File: config.mk
export PLATFORM = sky130hd
export DESIGN_NAME = ras_top
export DESIGN_NICKNAME = d
export VERILOG_FILES = /design/src/rtl/ras_pkg.sv /design/src/rtl/ras_ctrl.sv /design/src/rtl/ras_dp.sv /design/src/rtl/ras_top.sv
export SDC_FILE = /design/constraint.sdc
export NUM_CORES = 1
export LEC_CHECK = 0
export BUFFER_PORTS_ARGS = -buffer_cell sky130_fd_sc_hd__buf_2
export CAP_MARGIN = 20
export CORE_UTILIZATION = 51
export CTS_CLUSTER_SIZE = 40
export DETAILED_ROUTE_END_ITERATION = 7
export GPL_ROUTABILITY_DRIVEN = 1
export PLACE_DENSITY = 0.72
export SLEW_MARGIN = 15
export SYNTH_ARGS = -nofsm -noshare
export SYNTH_HDL_FRONTEND = slang
export SYNTH_SLANG_ARGS = --single-unit
File: constraint.sdc
create_clock -name clk -period 5.15 [get_ports clk]
set_input_delay 0 -clock clk [delete_from_list [all_inputs] [get_ports clk]]
set_output_delay 0 -clock clk [all_outputs]
set_load 0.03 [all_outputs]
File: src/rtl/ras_pkg.sv
package ras_pkg;

  typedef struct packed {
    logic clear;
    logic push;
    logic pop;
  } rasStrobe_t;

  localparam logic [4:0] LINK_A = 5'd1;
  localparam logic [4:0] LINK_B = 5'd5;

  function automatic logic isLinkReg(input logic [4:0] regNum);
    return (regNum == LINK_A) || (regNum == LINK_B);
  endfunction

endpackage

File: src/rtl/ras_ctrl.sv
module ras_ctrl
  import ras_pkg::*;
(
  input  logic       clearReq,
  input  logic       evValid,
  input  logic       evIsJalr,
  input  logic [4:0] evRd,
  input  logic [4:0] evRs1,
  output rasStrobe_t strobe
);

  logic rdLink;
  logic rs1Link;
  logic sameReg;

  assign rdLink  = isLinkReg(evRd);
  assign rs1Link = isLinkReg(evRs1);
  assign sameReg = (evRd == evRs1);

  always_comb begin
    strobe = '0;
    if (clearReq) begin
      strobe.clear = 1'b1;
    end else if (evValid) begin
      strobe.push = rdLink;
      if (evIsJalr) begin
        strobe.pop = rs1Link && !(rdLink && sameReg);
      end
    end
  end

endmodule

File: src/rtl/ras_dp.sv
module ras_dp
  import ras_pkg::*;
#(
  parameter int DEPTH  = 8,
  parameter int ADDR_W = 32
) (
  input  logic              clk,
  input  logic              rstN,
  input  rasStrobe_t        strobe,
  input  logic [ADDR_W-1:0] evNextPc,
  output logic              predValid,
  output logic [ADDR_W-1:0] predTarget,
  output logic              stackEmpty
);

  localparam int PTR_W = (DEPTH > 1) ? $clog2(DEPTH) : 1;
  localparam int CNT_W = PTR_W + 1;
  localparam logic [PTR_W-1:0] LAST_IDX = PTR_W'(DEPTH - 1);
  localparam logic [CNT_W-1:0] FULL_CNT = CNT_W'(DEPTH);

  logic [ADDR_W-1:0] entries [DEPTH];
  logic [PTR_W-1:0]  topIdx;
  logic [CNT_W-1:0]  count;
  logic [PTR_W-1:0]  incIdx;
  logic [PTR_W-1:0]  decIdx;
  logic              hasEntry;
  logic              popEff;
  logic              wrEn;
  logic [PTR_W-1:0]  wrIdx;

  assign incIdx   = (topIdx == LAST_IDX) ? '0 : topIdx + 1'b1;
  assign decIdx   = (topIdx == '0) ? LAST_IDX : topIdx - 1'b1;
  assign hasEntry = (count != '0);
  assign popEff   = strobe.pop && hasEntry && !strobe.clear;

  assign predValid  = popEff;
  assign predTarget = popEff ? entries[topIdx] : '0;
  assign stackEmpty = !hasEntry;

  always_comb begin
    wrEn  = 1'b0;
    wrIdx = incIdx;
    if (!strobe.clear && strobe.push) begin
      wrEn  = 1'b1;
      wrIdx = popEff ? topIdx : incIdx;
    end
  end

  always_ff @(posedge clk or negedge rstN) begin
    if (!rstN) begin
      topIdx <= '0;
      count  <= '0;
    end else if (strobe.clear) begin
      topIdx <= '0;
      count  <= '0;
    end else if (strobe.push && !popEff) begin
      topIdx <= incIdx;
      if (count != FULL_CNT) count <= count + 1'b1;
    end else if (popEff && !strobe.push) begin
      topIdx <= decIdx;
      count  <= count - 1'b1;
    end
  end

  always_ff @(posedge clk) begin
    if (wrEn) entries[wrIdx] <= evNextPc;
  end

endmodule

File: src/rtl/ras_top.sv
module ras_top
  import ras_pkg::*;
#(
  parameter int DEPTH  = 8,
  parameter int ADDR_W = 32
) (
  input  logic              clk,
  input  logic              rstN,
  input  logic              clearReq,
  input  logic              evValid,
  input  logic              evIsJalr,
  input  logic [4:0]        evRd,
  input  logic [4:0]        evRs1,
  input  logic [ADDR_W-1:0] evNextPc,
  output logic              predValid,
  output logic [ADDR_W-1:0] predTarget,
  output logic              stackEmpty
);

  rasStrobe_t strobe;

  ras_ctrl u_ctrl (
    .clearReq (clearReq),
    .evValid  (evValid),
    .evIsJalr (evIsJalr),
    .evRd     (evRd),
    .evRs1    (evRs1),
    .strobe   (strobe)
  );

  ras_dp #(
    .DEPTH  (DEPTH),
    .ADDR_W (ADDR_W)
  ) u_dp (
    .clk        (clk),
    .rstN       (rstN),
    .strobe     (strobe),
    .evNextPc   (evNextPc),
    .predValid  (predValid),
    .predTarget (predTarget),
    .stackEmpty (stackEmpty)
  );

endmodule

==> qor.yml <==
hold_path:
  hold_depth: 5
  hold_path.class: "in -> reg"
  hold_start: "evRd[2]"
  whs_endpoint: "u_dp.count[3]$_DFFE_PN0P_"
place:
  place.gp.congestion: 0.803
  dp.cells: 845
  hpwl_um: 11300
  port_buffers: 80
  preCtsSetupSlack_ps: 1300
  post_dp_cell_area_mm2: 0.0113
sta:
  hold_ws_ps: 116
  maxSlewViolCount: 0
  setup_ws_ps: 1350
  finalHoldViolCount: 0
  fin_crit_sh_pct: 73.9
  rsz0062_at_grt: "false"
  setup_viol: 0
  tightest_slew_ps: 1010
  relSlewSlack_pct: 32.3
  fin_crit_ps: 3800
  max_freq_mhz: 263
  setup_tns_ps: 0
  finClkSkew_ps: 16.2
pwr:
  cellPowerDensity_mw_per_mm2: 356
  total_power_mw: 4.50
  clkPwrFrac_pct: 45.7
  leakagePower_nw: 4.12
  swShare_pct: 18.0
  intPower_mw: 3.69
  power.share.sequential_pct: 52.3
  peakVddDrop_v: 0.000272
  p_sw_uw: 810
  p_comb_share_pct: 2.0
setup_path:
  crit_path_end_kind: "register"
  crit_required_ps: 5350
  r2r_end: "u_dp.entries[0][1]$_DFFE_PP_"
  worst-r2r-setup-slack_ps: 1350
  arrival_ps: 4000
  startpoint_type: "register"
  r2r-start: "u_dp.topIdx[1]$_DFFE_PN0P_"
  critPathMaxFanout: 72
  path_class: "reg -> reg"
  ff2ff_path_depth: 5
die:
  die_area_mm2: 0.0213
  core_area_mm2: 0.0202
  io_pins: 81
  initial_core_util_pct: 52.1
  dieWidth_um: 146
  row_count: 52
  fp.dieH_um: 146
clock_network:
  cts_buffers: 26
  cts_buffer_depth: 3
  post_cts_buffers: 0
  h-tree-depth: 1
  cts.sinks: 263
  worstSkewPairLatency_ps: 520
  clkTransAtPathRegs_ps: 60
  cts-resized-gates: 0
  ctsRootBufferMaster: "clkbuf_16"
  cts_tree: "yes"
cells_and_area:
  antenna_cells: 0
  nFillCells: 1399
  layout_commonest_cell: "edfxtp_1"
  final-seq-area_mm2: 0.00787
  fin_util_pct: 62.5
  multiInputGateArea_mm2: 0.00262
  syn2layout_area_growth_pct: 19.9
  drive_gt1_share_pct: 32.8
  stdcell_count: 928
  final_cell_mix: "256 x edfxtp_1, 80 x buf_2, 64 x mux4_2"
  stdcell_area_mm2: 0.0126
  final_nets: 692
logic_synthesis:
  async_flop_share_pct: 2.66
  syn_inst: 512
  synth_fp_nets: 566
  ys_seq_area_share_pct: 74.6
  avgSynthCellArea_um2: 20.6
  synthFlopType: "edfxtp_1"
  synth-edff-count: 256
  ys_ff_latch: 263
  ys_types: 49
  synth_warnings: 0
  synth_area_mm2: 0.0105
detailed_routing:
  drc: 0
  initialDrtViolationCount: 331
  post_drt_via_cell_ratio: 5.73
  drtAntennaViolNets: 0
  drtPass1Iterations: 5
  route.detailed.wl_per_inst_um: 21.5
  wirelength_um: 20000
  num_vias: 5314
grt:
  grt_usage_pct: 19.3
  grt_max_degree: 73
  grt_pass1_wl_um: 31400
  grt_overflow: 0
  antenna_found_initial: 0
  grt_pass1_vias: 5580
job:
  cap_viol_max_count: 0
outcome:
  status: "finished clean"
==> critical path: stages, from the launching register on <==
cell,delay [ps]
dfrtp_4,1070
inv_1,280
ha_1,470
or4_1,610
a21oi_4,670
buf_4,360
==> cell usage after synthesis (all sizes together), types with 2 or more instances <==
cell type / number / area [µm²]
ha: 6 / 75.1
and3: 2 / 12.5
mux4: 64 / 1440
a21oi: 10 / 53.8
dfrtp: 7 / 175
nand4: 3 / 18.8
o21ai: 6 / 33.8
or4b: 2 / 20.0
nor3: 5 / 30.0
inv: 7 / 26.3
nand3: 11 / 55.1
nor4b: 2 / 32.5
buf: 17 / 87.6
nand2: 5 / 26.3
a21o: 2 / 15.0
mux2i: 33 / 330
xnor2: 2 / 17.5
clkbuf: 10 / 37.5
nor2: 38 / 143
edfxtp: 256 / 7690
or4: 4 / 30.0
a31oi: 2 / 12.5
==> state kept, by name, indices dropped and copies added, names as in the netlist <==
name,flops
u_dp.count,4
u_dp.entries,256
u_dp.topIdx,3
==> area by class of cell <==
cell class	instances	share of cell area [%]
clock buffers	31	5.70
clock inverters	17	1.91
inverters	7	0.208
multi-input cells	215	20.7
flip-flops and latches	263	62.3
well taps	270	2.67
repair buffers	125	6.53
==> worst max-delay path by stage <==
stage / start / to / cells past startpoint
after floorplan: u_dp.topIdx[1]$_DFFE_PN0P_ / u_dp.entries[3][0]$_DFFE_PP_ / 4
after global placement: u_dp.topIdx[1]$_DFFE_PN0P_ / u_dp.entries[0][6]$_DFFE_PP_ / 5
after detailed placement: u_dp.topIdx[1]$_DFFE_PN0P_ / u_dp.entries[0][7]$_DFFE_PP_ / 5
after CTS: u_dp.topIdx[1]$_DFFE_PN0P_ / u_dp.entries[0][1]$_DFFE_PP_ / 5
after global routing: u_dp.topIdx[0]$_DFFE_PN0P_ / u_dp.entries[0][1]$_DFFE_PP_ / 5
final: u_dp.topIdx[1]$_DFFE_PN0P_ / u_dp.entries[0][1]$_DFFE_PP_ / 5
==> routing by layer <==
layer	routed length (µm)	global-route usage, %	vias to the layer above
li1	-	-	2368
met1	8660	26.9	2766
met2	10100	32.6	156
met3	1010	2.98	24
met4	224	3.95	0
met5	0	0	-
==> power groups by stage <==
stage               clock network, mW  registers (mW)  logic (mW)
floorplan                           0            2.40      0.0254
global placement                    0            2.40      0.0679
detailed placement                  0            2.40      0.0717
CTS                              2.09            2.35      0.0929
global route                     2.17            2.35       0.101
finish                           2.06            2.35      0.0922
==> cell families (layout without fill, tap and decap cells) <==
group | Yosys count | in the layout | synth area share [%]
flip-flops | 263 | 263 | 74.6
AND/OR/NAND/NOR | 79 | 79 | 4.09
AO/OA/AOI/OAI | 30 | 30 | 2.04
adder cells (fa/ha/maj) | 7 | 7 | 0.902
XOR/XNOR | 2 | 2 | 0.166
multiplexers | 97 | 97 | 16.8
buffers and inverters | 34 | 180 | 1.44
==> timing repair <==
item | 4_1_cts | 5_1_grt
setup endpoints to repair | 0 | 0
hold buffers | 35 | 0
endpoints found under the hold margin | 270 | 0
Note: power is estimated with default switching activity, not from simulation.
